<file path="src/rtl/cwf_pkg.sv">
// Shared types for the critical-word-first line fill engine.
package cwf_pkg;

    // Fill sequencing states, one fill in flight at a time.
    typedef enum logic [1:0] {
        ST_IDLE   = 2'd0,
        ST_REQ    = 2'd1,
        ST_DATA   = 2'd2,
        ST_COMMIT = 2'd3
    } fill_state_t;

endpackage

</file>
<file path="src/rtl/cwf_wrap_seq.sv">
// Wrapped chunk sequencer.
// Holds the critical chunk index and a beat counter; the slot for the
// current beat is start + count, wrapping naturally in IDX_W bits.
// Assumes BEATS is a power of two so that the wrap is a plain overflow.
module cwf_wrap_seq #(
    parameter int BEATS = 4,
    localparam int IDX_W = $clog2(BEATS)
) (
    input  logic             clk,
    input  logic             rst_n,
    input  logic             load,
    input  logic [IDX_W-1:0] start_idx,
    input  logic             step,
    output logic [IDX_W-1:0] slot_idx,
    output logic             is_first,
    output logic             is_last
);

    logic [IDX_W-1:0] start_q;
    logic [IDX_W-1:0] count_q;

    // Capture the starting chunk on a new fill, advance on each beat.
    always_ff @(posedge clk) begin
        if (!rst_n) begin
            start_q <= '0;
            count_q <= '0;
        end else if (load) begin
            start_q <= start_idx;
            count_q <= '0;
        end else if (step) begin
            count_q <= count_q + 1'b1;
        end
    end

    // Slot position and first/last beat flags.
    always_comb begin
        slot_idx = start_q + count_q;
        is_first = (count_q == '0);
        is_last  = (count_q == IDX_W'(BEATS - 1));
    end

endmodule

</file>
<file path="src/rtl/cwf_line_store.sv">
// Line holding buffer.
// One register per chunk; a beat is written into the chunk slot named by
// wr_idx, so arrival order never decides placement.
module cwf_line_store #(
    parameter int BEAT_W = 64,
    parameter int BEATS  = 4,
    localparam int IDX_W  = $clog2(BEATS),
    localparam int LINE_W = BEAT_W * BEATS
) (
    input  logic              clk,
    input  logic              rst_n,
    input  logic              wr_en,
    input  logic [IDX_W-1:0]  wr_idx,
    input  logic [BEAT_W-1:0] wr_data,
    output logic [LINE_W-1:0] line_data
);

    for (genvar k = 0; k < BEATS; k++) begin : g_slot
        logic [BEAT_W-1:0] slot_q;

        // Store the incoming beat when it targets this slot.
        always_ff @(posedge clk) begin
            if (!rst_n) begin
                slot_q <= '0;
            end else if (wr_en && (wr_idx == IDX_W'(k))) begin
                slot_q <= wr_data;
            end
        end

        assign line_data[k*BEAT_W +: BEAT_W] = slot_q;
    end

endmodule

</file>
<file path="src/rtl/cwf_fill_ctrl.sv">
// Fill control state machine.
// Idle -> request -> data -> commit -> idle. Beats count only in the data
// state; the commit state lasts one cycle and drives the line write.
module cwf_fill_ctrl
    import cwf_pkg::*;
(
    input  logic clk,
    input  logic rst_n,
    input  logic miss_valid,
    input  logic mem_req_ready,
    input  logic mem_rsp_valid,
    input  logic last_beat,
    output logic accept,
    output logic beat_take,
    output logic idle,
    output logic req_valid,
    output logic commit
);

    fill_state_t state_q;
    fill_state_t state_d;

    // Handshake decodes for the current state.
    always_comb begin
        accept    = (state_q == ST_IDLE) && miss_valid;
        beat_take = (state_q == ST_DATA) && mem_rsp_valid;
        idle      = (state_q == ST_IDLE);
        req_valid = (state_q == ST_REQ);
        commit    = (state_q == ST_COMMIT);
    end

    // Next-state selection.
    always_comb begin
        state_d = state_q;
        unique case (state_q)
            ST_IDLE:   if (accept)                state_d = ST_REQ;
            ST_REQ:    if (mem_req_ready)         state_d = ST_DATA;
            ST_DATA:   if (beat_take && last_beat) state_d = ST_COMMIT;
            ST_COMMIT:                            state_d = ST_IDLE;
            default:                              state_d = ST_IDLE;
        endcase
    end

    // State register.
    always_ff @(posedge clk) begin
        if (!rst_n) state_q <= ST_IDLE;
        else        state_q <= state_d;
    end

endmodule

</file>
<file path="src/rtl/cwf_line_fill.sv">
// Critical-word-first line fill engine (top).
// Takes one read miss, issues one wrapped line read starting at the critical
// chunk, forwards that chunk the cycle after it arrives, and writes the whole
// line out the cycle after the last beat. Assumes memory returns exactly
// BEATS beats per request in wrapped order, and BEATS is a power of two.
module cwf_line_fill #(
    parameter int ADDR_W = 32,
    parameter int BEAT_W = 64,
    parameter int BEATS  = 4,
    localparam int OFF_W      = $clog2(BEAT_W / 8),
    localparam int IDX_W      = $clog2(BEATS),
    localparam int LINE_OFF_W = OFF_W + IDX_W,
    localparam int TAG_W      = ADDR_W - LINE_OFF_W,
    localparam int LINE_W     = BEAT_W * BEATS
) (
    input  logic              clk,
    input  logic              rst_n,
    input  logic              miss_valid,
    output logic              miss_ready,
    input  logic [ADDR_W-1:0] miss_addr,
    output logic              mem_req_valid,
    input  logic              mem_req_ready,
    output logic [ADDR_W-1:0] mem_req_addr,
    input  logic              mem_rsp_valid,
    input  logic [BEAT_W-1:0] mem_rsp_data,
    output logic              fwd_valid,
    output logic [BEAT_W-1:0] fwd_data,
    output logic [OFF_W-1:0]  fwd_offset,
    output logic              line_wr_valid,
    output logic [TAG_W-1:0]  line_wr_addr,
    output logic [LINE_W-1:0] line_wr_data
);

    logic             accept;
    logic             beat_take;
    logic             first_beat;
    logic             last_beat;
    logic [IDX_W-1:0] slot_idx;
    logic [TAG_W-1:0] line_q;
    logic [OFF_W-1:0] off_q;
    logic             fwd_valid_q;
    logic [BEAT_W-1:0] fwd_data_q;

    cwf_fill_ctrl u_ctrl (
        .clk          (clk),
        .rst_n        (rst_n),
        .miss_valid   (miss_valid),
        .mem_req_ready(mem_req_ready),
        .mem_rsp_valid(mem_rsp_valid),
        .last_beat    (last_beat),
        .accept       (accept),
        .beat_take    (beat_take),
        .idle         (miss_ready),
        .req_valid    (mem_req_valid),
        .commit       (line_wr_valid)
    );

    cwf_wrap_seq #(.BEATS(BEATS)) u_seq (
        .clk      (clk),
        .rst_n    (rst_n),
        .load     (accept),
        .start_idx(miss_addr[LINE_OFF_W-1:OFF_W]),
        .step     (beat_take),
        .slot_idx (slot_idx),
        .is_first (first_beat),
        .is_last  (last_beat)
    );

    cwf_line_store #(.BEAT_W(BEAT_W), .BEATS(BEATS)) u_store (
        .clk      (clk),
        .rst_n    (rst_n),
        .wr_en    (beat_take),
        .wr_idx   (slot_idx),
        .wr_data  (mem_rsp_data),
        .line_data(line_wr_data)
    );

    // Latch the line address and byte offset of the accepted miss.
    always_ff @(posedge clk) begin
        if (!rst_n) begin
            line_q <= '0;
            off_q  <= '0;
        end else if (accept) begin
            line_q <= miss_addr[ADDR_W-1:LINE_OFF_W];
            off_q  <= miss_addr[OFF_W-1:0];
        end
    end

    // Register the critical chunk as a one-cycle forward to the core.
    always_ff @(posedge clk) begin
        if (!rst_n) begin
            fwd_valid_q <= 1'b0;
            fwd_data_q  <= '0;
        end else begin
            fwd_valid_q <= beat_take && first_beat;
            if (beat_take && first_beat) fwd_data_q <= mem_rsp_data;
        end
    end

    // Output assembly: request points at the critical chunk.
    always_comb begin
        mem_req_addr = {line_q, slot_idx, {OFF_W{1'b0}}};
        fwd_valid    = fwd_valid_q;
        fwd_data     = fwd_data_q;
        fwd_offset   = off_q;
        line_wr_addr = line_q;
    end

endmodule

</file>
<file path="config.mk">
export PLATFORM = sky130hd
export DESIGN_NAME = cwf_line_fill
export DESIGN_NICKNAME = d
export VERILOG_FILES = /design/src/rtl/cwf_pkg.sv /design/src/rtl/cwf_wrap_seq.sv /design/src/rtl/cwf_line_store.sv /design/src/rtl/cwf_fill_ctrl.sv /design/src/rtl/cwf_line_fill.sv
export SDC_FILE = /design/constraint.sdc
export NUM_CORES = 1
export LEC_CHECK = 0
export BUFFER_PORTS_ARGS = -buffer_cell sky130_fd_sc_hd__buf_4
export CAP_MARGIN = 20
export CORE_AREA = 3 3 188 190
export CTS_CLUSTER_DIAMETER = 80
export DETAILED_ROUTE_END_ITERATION = 7
export DIE_AREA = 0 0 191 193
export PLACE_DENSITY_LB_ADDON = 0.25
export SETUP_SLACK_MARGIN = 0.5
export SLEW_MARGIN = 15
export SYNTH_ARGS = -nofsm -noshare
export SYNTH_HDL_FRONTEND = slang
export SYNTH_HIERARCHICAL = 1
export SYNTH_SLANG_ARGS = --single-unit
</file>
<file path="constraint.sdc">
create_clock -name clk -period 1.9 [get_ports clk]
set_input_delay 0.38 -clock clk [delete_from_list [all_inputs] [get_ports clk]]
set_output_delay 0.38 -clock clk [all_outputs]
set_load 0.01 [all_outputs]
</file>
==> impl_metrics.py, run 1 <==
metrics = {
    "outcome": {
        "status": "finished clean",
    },
    "setup_path": {
        "startpoint": "u_seq/count_q[0]$_SDFFE_PP0P_",
        "cp-end-kind": "flip-flop",
        "ff2ff_path_depth": 9,
        "regToRegSetupSlack_ns": 0.04,
        "required_ns": 2.32,
        "crit_arrival_ns": 2.29,
        "r2r_start": "u_seq/count_q[0]$_SDFFE_PP0P_",
        "criticalPathCategory": "flip-flop to flip-flop",
        "cp_max_fo": 6,
        "start_kind": "flip-flop",
        "r2r-end": "u_store/g_slot[0].slot_q[56]$_SDFFE_PN0P_",
    },
    "placed_design": {
        "dp.cells": 2196,
        "gp_congestion": 0.814,
        "dp_slack_ns": -0.0244,
        "io_buffers": 483,
        "place.detailed.hpwl_mm": 30.3,
    },
    "timing": {
        "hold_viol": 0,
        "setup_viol": 0,
        "fin_ws_ns": 0.0365,
        "fin_crit_sh": 0.981,
        "finalMaxSlewViolations": 0,
        "max_freq_ghz": 0.537,
        "finalClockSkew_ns": 0.0186,
        "finalCriticalPeriod_ns": 1.86,
        "rsz0062_at_grt": "yes",
    },
    "synthesis": {
        "synthCells": 1362,
        "yosysUniqueCellTypes": 30,
        "synth_edf_count": 0,
        "ys_seq_area_frac": 0.505,
        "syn_area_mm2": 0.0141,
        "syn_avg_cell_area_um2": 10.4,
        "synth_largest_area_cell": "dfxtp_1",
        "ys_ff_latch": 357,
        "synth_top_area_frac": 0.505,
        "synth.area.top_cells": "dfxtp_1, mux2i_1, nand2_1, o21ai_2, nand4_1",
        "ys.flop_type": "dfxtp_1",
        "async_flop_share": 0,
        "yosysWarnings": 6,
    },
    "floorplan": {
        "ios": 487,
        "die_area_mm2": 0.0369,
        "core-area_mm2": 0.0336,
        "die_h_um": 193,
        "initial_core_util": 0.421,
        "fp.dieW_um": 191,
        "rows": 67,
    },
    "hold_path": {
        "worstHoldStart": "mem_rsp_data[1]",
        "hold_path_class": "input pin to flip-flop",
        "min_to": "fwd_data[1]$_SDFFE_PN0P_",
        "worstHoldPathCells": 3,
    },
    "layout": {
        "finalCoreUtilization": 0.642,
        "nets": 2008,
        "n_fill_cell": 2738,
        "drive_gt1_frac": 0.490,
        "antenna_cells": 0,
        "area_growth_pct": 52.6,
        "instances_no_fill": 2371,
    },
    "global_routing": {
        "grt_pass1_vias": 11700,
        "grt-ovfl-total": 0,
        "track_usage": 0.254,
        "grt_max_degree": 71,
        "antenna_found_initial": 0,
        "grt_pass1_wl_mm": 71.4,
    },
    "pwr": {
        "ir_worst_vdd_mv": 0.698,
        "p_per_area_mw_per_mm2": 983,
        "p_leak_nw": 10.5,
    },
    "detailed_routing": {
        "highest_layer": "met4",
        "wl_met2_mm": 25.1,
        "dr.pass1.iters": 5,
        "drt_iter0_drc": 573,
        "drc": 0,
        "drt-met1-wl_mm": 20.6,
        "wl_per_cell_um": 21.7,
        "dr_wl_met3_mm": 3.99,
        "avgViaCountPerCell": 5.04,
        "vias": 12000,
        "totalWireLength_mm": 51.4,
        "drtAntennaViolNets": 0,
    },
    "cts": {
        "numClockSinks": 357,
        "ctsHtreeMaxLevel": 2,
        "cts_buffers": 39,
        "cts_hold_buf": 0,
        "cts_max_path_buffers": 3,
        "clk_pin_slew_worst_paths_ns": 0.06,
        "cts_tree": "built",
        "clock_latency_ns": 0.52,
        "root_buffer": "clkbuf_16",
    },
    "job": {
        "drv_cap": 0,
    },
}
[synth_stat cells, types with 2 or more instances]
cell type	count
clkbuf_1	4
o21ai_1	4
nor2_1	2
mux2i_1	290
ha_1	7
nand4_1	64
buf_6	24
nand3b_1	2
nand2_1	377
nand2_2	10
buf_8	18
xnor2_1	3
buf_12	8
dfxtp_1	357
and2_1	2
nor2b_1	33
inv_1	5
o21ai_2	60
buf_2	49
buf_4	33
[area by class of cell]
type / count / area (um2) / share of cell area
Sequential cell: 357 / 7360 / 0.341
Timing Repair Buffer: 632 / 6450 / 0.299
Multi-Input combinational cell: 865 / 5960 / 0.276
Clock buffer: 52 / 1070 / 0.0498
Tap cell: 448 / 561 / 0.0260
Clock inverter: 12 / 145 / 0.00673
Inverter: 5 / 23.8 / 0.00110
[report_power, final]
| part | switching, mW | internal (mW) |
|---|---|---|
| registers | 0.356 | 8.02 |
| logic | 2.50 | 2.95 |
| clock network | 3.02 | 4.37 |
[flip-flops by register name (all words and copies together) (netlist names)]
signal / flops
u_store/g_slot.slot_q: 256
fwd_valid: 1
u_ctrl/state_q: 2
fwd_offset: 3
u_seq/start_q: 2
u_seq/count_q: 2
line_wr_addr: 27
fwd_data: 64
[per-stage QoR]
| step | setup TNS, ns | total power [mW] | hold slack [ns] | area, um2 |
|---|---|---|---|---|
| after detailed placement | -0.0414 | 12.1 | 0.442 | 17700 |
| after floorplan | 0 | 10.7 | 0.470 | 14200 |
| final | 0 | 21.2 | 0.119 | 21600 |
| after global routing | -0.158 | 22.0 | 0.105 | 21600 |
| after CTS | 0 | 20.8 | 0.0950 | 20900 |
| after global placement | 0 | 12.0 | 0.438 | 17700 |
[cell usage in the layout, fill, tap and decap left out, drive strengths merged]
master,Yosys,final
ha,7,7
bufinv,0,3
o31a,1,1
nor2b,33,33
o21a,1,1
dfxtp,357,357
a221oi,1,1
nand2,387,387
nand2b,1,1
conb,1,3
nor3b,1,1
clkinv,0,6
inv,5,7
clkinvlp,0,1
xnor2,3,3
nand3,1,1
o21ai,64,64
nand4,64,64
and3,1,1
nor2,2,2
mux2i,290,290
clkbuf,4,55
buf,133,629
and2,3,3
nand3b,2,2
[how the worst max path moves through the flow]
stage	cells after the start	slack (ns)	end
finish	9	0.04	u_store/g_slot[0].slot_q[56]$_SDFFE_PN0P_
global route	9	-0.05	u_store/g_slot[1].slot_q[16]$_SDFFE_PN0P_
CTS	4	0.05	mem_req_addr[4]
detailed placement	6	-0.02	u_store/g_slot[1].slot_q[34]$_SDFFE_PN0P_
global placement	6	0.04	u_store/g_slot[1].slot_q[36]$_SDFFE_PN0P_
floorplan	7	0.21	u_store/g_slot[1].slot_q[10]$_SDFFE_PN0P_
[routing by layer]
metal	vias up	global-route usage
met4	0	0.0813
met2	507	0.441
li1	5628	-
met1	5713	0.314
met5	-	0
met3	104	0.0604
[cells by family after synthesis]
kind of cell	Yosys count	share of synthesized area
AOI/OAI and AO/OA	67	0.0408
buffers and inverters	142	0.0871
other	1	0.000265
adders and majority gates	7	0.00619
muxes	290	0.205
xor gates and xnor gates	3	0.00186
and+or+nand+nor	495	0.153
DFF	357	0.505
[critical path, cell delays in order (launching register included)]
cell,delay [ns]
dfxtp_2,0.33
ha_4,0.17
xnor2_4,0.12
xnor2_2,0.14
buf_6,0.14
nor3b_4,0.21
buf_6,0.20
buf_12,0.12
buf_16,0.11
mux2i_1,0.21
[timing repair]
action / in CTS / in global routing
pin swaps: 45 / 37
hold endpoints to repair: 0 / 0
buffers inserted: 52 / 15
gates cloned: 40 / 4
endpoints found under the setup margin: 417 / 494
resized for setup: 170 / 167
Note: power is estimated with default switching activity, not from simulation.
==> run 2: changes to the inputs <==
- RECOVER_POWER: default -> 25
==> run 2 against run 1 <==
Register-to-register slack lost 0.03 ns. Maximum frequency shrank 1.7%. Clock skew shrank 0.00095 ns. Critical path depth is the same. Worst setup slack lost 0.032 ns. Combinational power shrank 1%. Largest cell class unchanged. Worst hold slack is essentially flat. Highest routed layer unchanged. Power shrank 0.57%.
==> impl_metrics.py, run 2 (same netlist as run 1, synthesis figures left out) <==
metrics = {
    "placed_design": {
        "io_buffers": 483,
        "placed_cell_area_mm2": 0.0177,
        "gp_congestion": 0.814,
        "dp.cells": 2196,
        "place.detailed.hpwl_mm": 30.3,
    },
    "layout": {
        "instances_no_fill": 2371,
        "final_common_cell": "buf_4",
        "largest_reg_flops": 256,
        "mostFrequentLayoutCells": "buf_4, nand2_1, mux2i_1",
        "final_area_mm2": 0.0212,
        "multi_input_comb_area_mm2": 0.00596,
        "antenna_cells": 0,
        "top_register": "u_store/g_slot.slot_q",
        "drive_gt1_frac": 0.408,
        "n_fill_cell": 2830,
        "area_growth_pct": 49.7,
        "nets": 2008,
        "ff_latch_area_mm2": 0.00727,
    },
    "detailed_routing": {
        "wl_per_cell_um": 21.7,
        "vias": 11900,
        "drtAntennaViolNets": 0,
        "drt_iter0_drc": 579,
        "drc": 0,
        "totalWireLength_mm": 51.4,
        "dr.pass1.iters": 5,
        "avgViaCountPerCell": 5.04,
    },
    "cts": {
        "cts_hold_buf": 0,
        "root_buffer": "clkbuf_16",
        "ctsHtreeMaxLevel": 2,
        "numClockSinks": 357,
        "cts_buffers": 39,
        "cts_max_path_buffers": 3,
        "clock_latency_ns": 0.51,
        "clk_pin_slew_worst_paths_ns": 0.06,
        "cts_tree": "built",
    },
    "floorplan": {
        "core-area_mm2": 0.0336,
        "die_area_mm2": 0.0369,
        "rows": 67,
        "ios": 487,
        "die_h_um": 193,
        "initial_core_util": 0.421,
        "fp.dieW_um": 191,
    },
    "global_routing": {
        "antenna_found_initial": 0,
        "grt_max_degree": 71,
        "grt_pass1_wl_mm": 71.4,
        "grt-ovfl-total": 0,
        "track_usage": 0.254,
        "grt_pass1_vias": 11700,
    },
    "pwr": {
        "ir_worst_vdd_mv": 0.700,
        "power_mw": 21.1,
        "p_per_area_mw_per_mm2": 996,
        "p_leak_nw": 10.1,
    },
    "setup_path": {
        "regToRegSetupSlack_ns": 0.004,
        "required_ns": 2.32,
        "start_kind": "flip-flop",
        "cp_max_fo": 6,
        "r2r-end": "u_store/g_slot[0].slot_q[56]$_SDFFE_PN0P_",
        "crit_arrival_ns": 2.31,
        "startpoint": "u_seq/count_q[0]$_SDFFE_PP0P_",
        "cp-end-kind": "flip-flop",
        "ff2ff_path_depth": 9,
        "criticalPathCategory": "flip-flop to flip-flop",
        "r2r_start": "u_seq/count_q[0]$_SDFFE_PP0P_",
        "cp-endpoint": "u_store/g_slot[0].slot_q[56]$_SDFFE_PN0P_",
    },
    "timing": {
        "fin_hold_ws_ns": 0.120,
        "rsz0062_at_grt": "yes",
        "finalClockSkew_ns": 0.0176,
        "setup_viol": 0,
        "hold_viol": 0,
        "fin_crit_sh": 0.998,
        "finalCriticalPeriod_ns": 1.90,
        "max_freq_ghz": 0.528,
        "finalMaxSlewViolations": 0,
    },
    "hold_path": {
        "hold_path_class": "input pin to flip-flop",
    },
    "outcome": {
        "status": "finished clean",
    },
    "job": {
        "drv_cap": 0,
    },
}
## run 2: critical path, cell delays in order, from the launching register on
cell	delay, ns
dfxtp_2	0.33
ha_4	0.17
xnor2_4	0.12
xnor2_2	0.14
buf_6	0.14
nor3b_4	0.21
buf_6	0.21
buf_12	0.12
buf_16	0.12
mux2i_1	0.23
## run 2: worst min-delay path by stage
| stage | start | end | slack (ns) | cells after the start |
|---|---|---|---|---|
| finish | mem_rsp_data[1] | fwd_data[1]$_SDFFE_PN0P_ | 0.12 | 3 |
| global route | mem_rsp_data[1] | fwd_data[1]$_SDFFE_PN0P_ | 0.11 | 3 |
| CTS | mem_rsp_data[1] | fwd_data[1]$_SDFFE_PN0P_ | 0.1 | 3 |
| detailed placement | fwd_data[0]$_SDFFE_PN0P_ | fwd_data[0]$_SDFFE_PN0P_ | 0.44 | 2 |
| global placement | fwd_data[0]$_SDFFE_PN0P_ | fwd_data[0]$_SDFFE_PN0P_ | 0.44 | 2 |
| floorplan | u_ctrl/state_q[1]$_SDFFE_PN0P_ | u_ctrl/state_q[1]$_SDFFE_PN0P_ | 0.47 | 2 |
## run 2: what timing repair did
action / CTS / global route
setup buffers: 52 / 15
cloned: 40 / 4
resized for setup: 170 / 167
pin swaps: 45 / 37
setup endpoints to repair: 417 / 494
## run 2: power breakdown
part	leakage, nW	switching, mW	internal (mW)
logic	6.61	2.50	2.87
clock network	0.601	3.01	4.37
registers	2.93	0.353	7.99
## run 2: metal layers
layer,part of all wire,track usage,vias to the layer above
li1,-,-,5629
met1,0.40,0.314,5716
met3,0.077,0.0604,108
met5,0,0,-
met2,0.48,0.441,493
met4,0.034,0.0813,0
## run 2: layout make-up
cell class / count / share of cell area
inverters: 5 / 0.00112
multi-input cells: 865 / 0.281
flip-flops and latches: 357 / 0.343
clock inverters: 12 / 0.00686
well taps: 448 / 0.0265
repair buffers: 632 / 0.290
clock buffers: 52 / 0.0508
## run 2: stage by stage
step / util / TNS (ns) / setup WS (ns)
after floorplan: - / 0 / 0.207
after global placement: 0.527 / 0 / 0.0381
after detailed placement: 0.527 / -0.0414 / -0.0244
after CTS: 0.623 / 0 / 0.0482
after global routing: 0.630 / -0.156 / -0.0466
final: 0.630 / 0 / 0.00435
